<file path="src/rtl/cse_pkg.sv">
package cse_pkg;
  // instruction word layout (fixed by the stream format)
  localparam int OFF_W = 20;
  localparam logic [7:0] OP_NOP     = 8'h00;
  localparam logic [7:0] OP_DIRECT  = 8'h01;
  localparam logic [7:0] OP_INDEXED = 8'h09;

  // config register select
  localparam logic [1:0] CSR_CTRL = 2'd0;
  localparam logic [1:0] CSR_HEAD = 2'd1;
  localparam logic [1:0] CSR_TAIL = 2'd2;

  typedef enum logic [1:0] {PH_W0, PH_W1, PH_DATA} phaseT;

  typedef enum logic [2:0] {S_IDLE, S_REQ, S_WAIT, S_DECODE, S_NEXT} stateT;

  // strobes from the control FSM to the datapath
  typedef struct packed {
    logic ldPtr;
    logic advPtr;
    logic alignPtr;
    logic ldW0;
    logic ldW1;
    logic ldCount;
    logic emitData;
    logic emitDirect;
    logic setErr;
  } ctlStrobeT;
endpackage

</file>
<file path="src/rtl/cse_control.sv">
module cse_control
  import cse_pkg::*;
(
  input  logic      clk,
  input  logic      rstN,
  input  logic      kick,
  input  logic      memValid,
  input  logic [7:0] opcode,
  input  logic      countZero,
  input  logic      lastData,
  input  logic      atEnd,
  output ctlStrobeT stb,
  output logic      busy,
  output logic      memReq
);
  stateT state, stateNext;
  phaseT phase, phaseNext;

  always_comb begin
    stb       = '0;
    stateNext = state;
    phaseNext = phase;
    case (state)
      S_IDLE: begin
        if (kick) begin
          stb.ldPtr = 1'b1;
          phaseNext = PH_W0;
          stateNext = S_REQ;
        end
      end
      S_REQ: stateNext = S_WAIT;
      S_WAIT: begin
        if (memValid) begin
          stb.advPtr = 1'b1;
          case (phase)
            PH_W0: begin
              stb.ldW0  = 1'b1;
              phaseNext = PH_W1;
              stateNext = S_REQ;
            end
            PH_W1: begin
              stb.ldW1  = 1'b1;
              stateNext = S_DECODE;
            end
            default: begin
              stb.emitData = 1'b1;
              if (lastData) begin
                stb.alignPtr = 1'b1;
                stateNext    = S_NEXT;
              end else begin
                stateNext = S_REQ;
              end
            end
          endcase
        end
      end
      S_DECODE: begin
        case (opcode)
          OP_NOP: stateNext = S_NEXT;
          OP_DIRECT: begin
            stb.emitDirect = 1'b1;
            stateNext      = S_NEXT;
          end
          OP_INDEXED: begin
            stb.ldCount = 1'b1;
            if (countZero) begin
              stateNext = S_NEXT;
            end else begin
              phaseNext = PH_DATA;
              stateNext = S_REQ;
            end
          end
          default: begin
            stb.setErr = 1'b1;
            stateNext  = S_IDLE;
          end
        endcase
      end
      S_NEXT: begin
        if (atEnd) begin
          stateNext = S_IDLE;
        end else begin
          phaseNext = PH_W0;
          stateNext = S_REQ;
        end
      end
      default: stateNext = S_IDLE;
    endcase
  end

  always_ff @(posedge clk) begin
    if (!rstN) begin
      state <= S_IDLE;
      phase <= PH_W0;
    end else begin
      state <= stateNext;
      phase <= phaseNext;
    end
  end

  assign busy   = (state != S_IDLE);
  assign memReq = (state == S_REQ);


  one_req_chk: assert property (@(posedge clk) disable iff (!rstN)
    memReq |=> !memReq);

  req_busy_chk: assert property (@(posedge clk) disable iff (!rstN)
    memReq |-> busy);

  start_busy_chk: assert property (@(posedge clk) disable iff (!rstN)
    (kick && !busy) |=> busy);
endmodule

</file>
<file path="src/rtl/cse_datapath.sv">
module cse_datapath
  import cse_pkg::*;
#(
  parameter int AW = 16,
  parameter int CW = 16
) (
  input  logic             clk,
  input  logic             rstN,
  input  logic             cfgWrEn,
  input  logic [1:0]       cfgAddr,
  input  logic [31:0]      cfgWrData,
  output logic [31:0]      cfgRdData,
  input  logic             busyIn,
  input  ctlStrobeT        stb,
  input  logic [31:0]      memData,
  output logic [AW-1:0]    memAddr,
  output logic             regWrValid,
  output logic [OFF_W-1:0] regWrAddr,
  output logic [31:0]      regWrData,
  output logic [3:0]       regWrBe,
  output logic             kick,
  output logic [7:0]       opcode,
  output logic             countZero,
  output logic             lastData,
  output logic             atEnd,
  output logic             errFlag
);
  localparam int PAD_W = 32 - AW;
  localparam logic [AW-1:0] WORD_B = AW'(4);

  logic          enableReg, errReg;
  logic [AW-1:0] headReg, tailReg, ptr;
  logic [31:0]   w0, w1;
  logic [CW-1:0] count;
  logic [AW-1:0] ptrInc, ptrNext, cfgPtr;
  logic          wrCtrl, wrHead, wrTail;
  logic          unusedCfg;

  assign cfgPtr    = {cfgWrData[AW-1:3], 3'b000};
  assign unusedCfg = ^{cfgWrData[31:AW], cfgWrData[2:0], cfgWrData[1]};

  assign wrCtrl = cfgWrEn && (cfgAddr == CSR_CTRL) && !busyIn;
  assign wrHead = cfgWrEn && (cfgAddr == CSR_HEAD) && !busyIn;
  assign wrTail = cfgWrEn && (cfgAddr == CSR_TAIL) && !busyIn;
  assign kick   = wrTail && enableReg && (cfgPtr != headReg);

  // pointer advance, with skip of the padding word after an odd burst
  assign ptrInc  = ptr + WORD_B;
  assign ptrNext = (stb.alignPtr && ptrInc[2]) ? ptrInc + WORD_B : ptrInc;

  assign opcode    = w1[31:24];
  assign countZero = (w0[CW-1:0] == '0);
  assign lastData  = (count == CW'(1));
  assign atEnd     = (ptr >= tailReg);
  assign memAddr   = ptr;
  assign errFlag   = errReg;

  always_comb begin
    case (cfgAddr)
      CSR_CTRL: cfgRdData = {29'd0, errReg, busyIn, enableReg};
      CSR_HEAD: cfgRdData = {{PAD_W{1'b0}}, headReg};
      CSR_TAIL: cfgRdData = {{PAD_W{1'b0}}, tailReg};
      default:  cfgRdData = 32'd0;
    endcase
  end

  // config and status registers
  always_ff @(posedge clk) begin
    if (!rstN) begin
      enableReg <= 1'b0;
      errReg    <= 1'b0;
      headReg   <= '0;
      tailReg   <= '0;
    end else begin
      if (wrCtrl) begin
        enableReg <= cfgWrData[0];
        if (cfgWrData[2]) errReg <= 1'b0;
      end
      if (stb.setErr) errReg <= 1'b1;
      if (wrHead) headReg <= cfgPtr;
      if (wrTail) tailReg <= cfgPtr;
    end
  end

  // fetch pointer, instruction words and burst counter
  always_ff @(posedge clk) begin
    if (!rstN) begin
      ptr   <= '0;
      w0    <= '0;
      w1    <= '0;
      count <= '0;
    end else begin
      if (stb.ldPtr) ptr <= headReg;
      else if (stb.advPtr) ptr <= ptrNext;
      if (stb.ldW0) w0 <= memData;
      if (stb.ldW1) w1 <= memData;
      if (stb.ldCount) count <= w0[CW-1:0];
      else if (stb.emitData) count <= count - CW'(1);
    end
  end

  // register write port
  always_ff @(posedge clk) begin
    if (!rstN) begin
      regWrValid <= 1'b0;
      regWrAddr  <= '0;
      regWrData  <= '0;
      regWrBe    <= '0;
    end else begin
      regWrValid <= stb.emitDirect || stb.emitData;
      if (stb.emitDirect) begin
        regWrAddr <= w1[OFF_W-1:0];
        regWrData <= w0;
        regWrBe   <= w1[23:20];
      end else if (stb.emitData) begin
        regWrAddr <= w1[OFF_W-1:0];
        regWrData <= memData;
        regWrBe   <= 4'hF;
      end
    end
  end


  wr_in_busy_chk: assert property (@(posedge clk) disable iff (!rstN)
    regWrValid |-> busyIn);

  wr_pulse_chk: assert property (@(posedge clk) disable iff (!rstN)
    regWrValid |=> !regWrValid);

  ptr_hold_chk: assert property (@(posedge clk) disable iff (!rstN)
    busyIn |=> ($stable(headReg) && $stable(tailReg)));

  en_hold_chk: assert property (@(posedge clk) disable iff (!rstN)
    busyIn |-> enableReg);

  err_stop_chk: assert property (@(posedge clk) disable iff (!rstN)
    $rose(errReg) |-> !busyIn);
endmodule

</file>
<file path="src/rtl/cmd_stream_exec.sv">
module cmd_stream_exec
  import cse_pkg::*;
#(
  parameter int AW = 16,
  parameter int CW = 16
) (
  input  logic             clk,
  input  logic             rstN,
  input  logic             cfgWrEn,
  input  logic [1:0]       cfgAddr,
  input  logic [31:0]      cfgWrData,
  output logic [31:0]      cfgRdData,
  output logic             busy,
  output logic             errFlag,
  output logic             memReq,
  output logic [AW-1:0]    memAddr,
  input  logic             memValid,
  input  logic [31:0]      memData,
  output logic             regWrValid,
  output logic [OFF_W-1:0] regWrAddr,
  output logic [31:0]      regWrData,
  output logic [3:0]       regWrBe
);
  ctlStrobeT  stb;
  logic       kick, countZero, lastData, atEnd;
  logic [7:0] opcode;

  cse_control i_control (
    .clk       (clk),
    .rstN      (rstN),
    .kick      (kick),
    .memValid  (memValid),
    .opcode    (opcode),
    .countZero (countZero),
    .lastData  (lastData),
    .atEnd     (atEnd),
    .stb       (stb),
    .busy      (busy),
    .memReq    (memReq)
  );

  cse_datapath #(.AW(AW), .CW(CW)) i_datapath (
    .clk        (clk),
    .rstN       (rstN),
    .cfgWrEn    (cfgWrEn),
    .cfgAddr    (cfgAddr),
    .cfgWrData  (cfgWrData),
    .cfgRdData  (cfgRdData),
    .busyIn     (busy),
    .stb        (stb),
    .memData    (memData),
    .memAddr    (memAddr),
    .regWrValid (regWrValid),
    .regWrAddr  (regWrAddr),
    .regWrData  (regWrData),
    .regWrBe    (regWrBe),
    .kick       (kick),
    .opcode     (opcode),
    .countZero  (countZero),
    .lastData   (lastData),
    .atEnd      (atEnd),
    .errFlag    (errFlag)
  );
endmodule

</file>
<file path="config.mk">
export PLATFORM = sky130hd
export DESIGN_NAME = cmd_stream_exec
export DESIGN_NICKNAME = d
export VERILOG_FILES = /design/src/rtl/cse_pkg.sv /design/src/rtl/cse_control.sv /design/src/rtl/cse_datapath.sv /design/src/rtl/cmd_stream_exec.sv
export SDC_FILE = /design/constraint.sdc
export NUM_CORES = 1
export LEC_CHECK = 0
export BUFFER_PORTS_ARGS = -buffer_cell sky130_fd_sc_hd__buf_2
export CAP_MARGIN = 30
export CORE_UTILIZATION = 60
export CTS_CLUSTER_DIAMETER = 40
export DETAILED_ROUTE_END_ITERATION = 10
export GPL_ROUTABILITY_DRIVEN = 0
export PLACE_DENSITY = 0.94
export SYNTH_ARGS = -nofsm -noshare
export SYNTH_HDL_FRONTEND = slang
export SYNTH_HIERARCHICAL = 1
export SYNTH_SLANG_ARGS = --single-unit
</file>
<file path="constraint.sdc">
create_clock -name clk -period 8.3 [get_ports clk]
set_clock_uncertainty 0.15 [all_clocks]
set_input_delay 0.83 -clock clk [delete_from_list [all_inputs] [get_ports clk]]
set_output_delay 0.83 -clock clk [all_outputs]
set_load 0.02 [all_outputs]
</file>
Word level (Yosys, flattened, before mapping) --
Cells that the tools add are included.
Cells by class: add/subtract/negate cells 3, $mul 0, divide/modulo/power cells 0, order comparisons 1, eq/ne operators 17, shift-type cells 0, muxes and demuxes 46, bitwise logic cells 0, reduce and logical (&&, ||, !) cells 29
Operators by type and width (number):
- $mux 16 | 5
- $mux 32 | 2
- $pmux 16 s3 | 1
- $mux 20 | 2
- $add 16x3->16 const B | 2
- $mux 1 | 17
- $eq 16x1->1 const B | 1
- $ge 16x16->1 | 1
- $logic_not 16->1 | 1
- $mux 4 | 4
- $sub 16x1->16 const B | 1
- $pmux 3 s5 | 1
- $mux 2 | 7
- $ne 13x13->1 | 1
- $mux 3 | 4
- $pmux 3 s2 | 2
- $reduce_bool 2->1 | 5
- $logic_and 1x1->1 | 9
- $eq 8x1->1 const B | 1
- $eq 8x4->1 const B | 1
- $logic_not 8->1 | 1
- $ne 2x2->1 const B | 4
- $pmux 2 s4 | 1
- $reduce_and 7->1 | 1
- 15 further kinds | 21
Storage, ports and cells: register bits 186, bits in latches 0, RAM bits 0, memory bits (read-only) 0, output and inout bits 108, memories kept 0

Depth between registers and ports, before layout --
depth after elaboration 9, gate-level depth with buffers 13, gate-level depth less buffers 13

Hierarchy --
The synthesis kept the hierarchy.
Modules (own cells, without submodules):
- cse_datapath | instances 1, cells each 977, area an instance 8306.7 um^2, seq. area each 3583.4 um^2
- cse_control | instances 1, cells each 60, area an instance 444.2 um^2, seq. area each 100.1 um^2

Worst setup path before layout --
Ideal clock, no wire load.
kind register to register, start point register i_datapath.count[7], end point register i_datapath.ptr[8] (netlist: i_datapath/memAddr[8]), arrival 2.857 ns, slack 5.177 ns, stages on the path, launching flop included 13, cells stage by stage dfxtp_1 -> or3_4 -> or4_4 -> nor4_1 -> nand2_1 -> nor2_1 -> nor2b_1 -> and2_1 -> o211ai_1 -> nor2_2 -> o21ai_1 -> xnor2_1 -> o211a_1
RTL lines:
- from (decl) | RTL line cse_datapath.sv:34 | logic [CW-1:0] count;
- from (signal assigned) | RTL line cse_datapath.sv:97 | if (stb.ldCount) count <= w0[CW-1:0];
- from (signal assigned) | RTL line cse_datapath.sv:98 | else if (stb.emitData) count <= count - CW'(1);
- to (signal assigned) | RTL line cse_datapath.sv:93 | if (stb.ldPtr) ptr <= headReg;
- to (signal assigned) | RTL line cse_datapath.sv:94 | else if (stb.advPtr) ptr <= ptrNext;
- to (decl) | RTL line cse_datapath.sv:32 | logic [AW-1:0] headReg, tailReg, ptr;

==> metrics.md <==
| Metric | Value |
|---|---|
| Status | complete, no violations |
| GR peak layer | met2 |
| Inst Count DP | around 1300 |
| Drt initial violations | 840 |
| Vias | ~7800 |
| Max Cap Viol | 0 |
| Top_reg_cell synth | dfxtp_1 |
| Antenna diode count | 0 |
| Global-route usage over all layers | 31.0% |
| Crit Path Category | flip-flop to flip-flop |
| Final Setup Violations | 0 |
| Crit share post-route | around 44% |
| Slew @ Worst Pin | 0.921 ns |
| VDD IR max | roughly 0.17 mV |
| Worst path max stage delay | around 0.48 ns |
| XOR/XNOR Fraction of Synth Area | under 10% |
| Vias per inst | 5.88 |
| Initial antenna violation count | 1 |
| Register bit total from synthesis | ~180 |
| Static leakage | roughly 4.2 nW |
| Pre-antenna DRT Iters | 6 |
| # rows | 43 |
| Postcts setup bufs | 0 |
| Min Tclk post-route | 3.68 ns |
| Synth cell types | 68 |
| # resized after CTS | 0 |
| Slowest cell on crit path | or4_4 |
| TritonCTS clock tree | done |
| Async SR Flop Fraction | 0% |
| Yosys warnings | 6 |
| Simple-gate share of the synthesized area | between 20% and 30% |
| Final hold vios | 0 |
| Post-DR wirelength/cell | roughly 17 um |
| Count leader, synth | nor2_1 |
| Met2 usage | around 51% |
| Synthesized area | approximately 8800 um^2 |
| Adder-cell share of the synthesized area | ~2.4% |
| Fill count | around 960 |
| Non-filler cells, final | approximately 1300 |
| Clk sinks | approximately 180 |
| Worst slack at placement | approximately 4.6 ns |
| Compound-Gate Fraction of Synth Area | 11.8% |
| RSZ-0062 raised after global routing | false |
| Die Y | 123 um |
| Setup crit start kind | flip-flop |
| Clk slew on worst S/H paths | around 0.07 ns |
| Post-synth top area cell | dfxtp_1 |
| Root Buffer | clkbuf_16 |
| Synth-to-Final Area Change | 14.9% |
| Port Buffers | approximately 140 |
| Mux share of post-synthesis cell area | approximately an eighth |
| Share of the synthesized area in the top cell type | about 42% |
| Pwr per Cell Area | about 180 nW/um^2 |
| Hold buffer count at CTS | 0 |
| Syn Area/Cell | 8.44 um^2 |
| H-tree levels | 4 |
| Inserted Clock Buffers | 17 |
| Largest family of logic cells by synthesized area | simple AND/OR/NAND/NOR gates |
| Final total power | 0.00182 W |
| Post-detail-place hpwl | 14700 um |
| Global routing usage on met3 | roughly 11% |
| Later-pin clock latency in the skew report | between 0.4 and 0.5 ns |
| CP Max Fanout | 4 |
| Critical path cell sequence | or3_4, or4_4, nor4_1, nand2_1, nor2_1, nor2b_1, and2_1, o211ai_1, nor2_2, o21ai_1, xnor2_1, o211a_1 |
| Initial Utilization | 62.3% |
| DIE AREA | 15100 um^2 |
| Final number of max-transition violations | 0 |
| CP endpoint kind | flip-flop |
| Worst setup margin | 4.62 ns |
| GR Overflow Total | 0 |
| FMAX | between 200 and 300 MHz |
| Area of the multi-input gates | about 4600 um^2 |
| Global-route wire length before repair | about 36000 um |
| Drt total wl | 22700 um |
| Worst EP arrival | just under 4 ns |
| Register area share after synthesis | about 42% |
| Top cells by area, synth | dfxtp_1, mux2i_1, nor2_1, a21oi_1, nand2_1 |
| Worst path required time | about 8.5 ns |
| Met1 GRT Util | 35.8% |
| Most frequent cells after synthesis | nor2_1, dfxtp_1, a21oi_1 |
| Post-synthesis instance total | slightly above 1000 |
| Storage cell area | 3680 um^2 |
| DRT antenna net count | 0 |
| Share of cells above drive strength 1 | approximately 17% |
| Number of global-route vias before repair | roughly 7500 |
| Post-synth EDFFs | 0 |
| Ports | 178 |
| Die Wd | 123 um |
| Slew headroom | between 30% and 40% |
| Drt drc | 0 |
| Largest net degree at the start of global routing | between 70 and 80 |
| Total Neg Setup Slack | 0 ns |
| # nets final | between 1000 and 1500 |
| Core Area | about 14000 um^2 |
| CTS Buffer Depth | 2 |
| Worst Hold Class | flip-flop to flip-flop |
logic make-up after synthesis:
| kind of cell | after synthesis |
|---|---|
| simple gates | 392 |
| flops | 184 |
| compound gates | 176 |
| mux | 110 |
| buf+inv | 110 |
| xor+xnor | 47 |
| fa+ha+maj | 17 |
| other cells | 1 |
flip-flops by register name, summed over array words and instances (netlist names):
name / count
i_datapath/w0: 32
i_datapath/errFlag: 1
i_datapath/regWrAddr: 20
i_datapath/memAddr: 14
i_datapath/enableReg: 1
i_control/state: 3
i_datapath/regWrBe: 4
i_datapath/headReg: 13
i_control/phase: 2
i_datapath/regWrValid: 1
i_datapath/count: 16
i_datapath/regWrData: 32
i_datapath/w1: 32
i_datapath/tailReg: 13
placed cells by master, fill, tap and decap left out, types with 18 or more instances in the layout:
| master | synthesis | layout |
|---|---|---|
| buf_2 | 5 | 142 |
| xor2_1 | 25 | 25 |
| a21oi_1 | 114 | 114 |
| inv_1 | 23 | 22 |
| nand2_1 | 112 | 112 |
| xnor2_1 | 22 | 22 |
| conb_1 | 1 | 18 |
| nor2_1 | 192 | 192 |
| mux2i_1 | 110 | 110 |
| dfxtp_1 | 184 | 184 |
layout make-up:
type                    count  share of cell area (%)
multi-input cells         760                    46.0
flip-flops and latches    184                    36.6
repair buffers            152                    8.14
clock buffers              21                    4.48
well taps                 180                    2.24
clock inverters            11                    1.61
inverters                  24                   0.921
where the power goes:
group	switching [W]	internal (W)	total [W]
combinational	0.0000577	0.0000272	0.0000850
sequential	0.00000708	0.000888	0.000895
clock	0.000352	0.000489	0.000841
stage by stage:
stage | cell area, um^2 | util [%] | hold slack, ns
2_1_floorplan | 8810 | - | 0.286
3_3_place_gp | 9380 | 66.8 | 0.287
3_5_place_dp | 9420 | 67.0 | 0.293
4_1_cts | 10000 | 71.4 | 0.301
5_1_grt | 10100 | 71.6 | 0.322
6_report | 10100 | 71.6 | 0.300
per-layer routing:
layer | routed length [um] | part of all wire, % | vias to the layer above
met5 | 13 | 0.057 | -
met4 | 575 | 2.5 | 2
met3 | 2170 | 9.6 | 63
met2 | 10900 | 48 | 406
met1 | 9040 | 40 | 3688
li1 | - | - | 3667
path summary, 6_finish.rpt:
kind                                          start                 endpoint  slack [ns]  cells past startpoint
worst max-delay path            i_datapath/count[7]    i_datapath/memAddr[8]        4.62                     12
worst min-delay path               i_datapath/w1[4]  i_datapath/regWrAddr[4]        0.30                      2
worst max register to register  i_datapath/count[7]    i_datapath/memAddr[8]        4.62                     12
worst min register to register     i_datapath/w1[4]  i_datapath/regWrAddr[4]        0.30                      2
critical path, delay by kind of cell, from the launching register on:
| family | cells | cell delay (ns) |
|---|---|---|
| AND/OR/NAND/NOR | 8 | 2.45 |
| XOR/XNOR | 1 | 0.15 |
| AO/OA/AOI/OAI | 3 | 0.47 |
| flip-flops | 1 | 0.35 |
No activity file was read; power rests on OpenSTA's default activity.
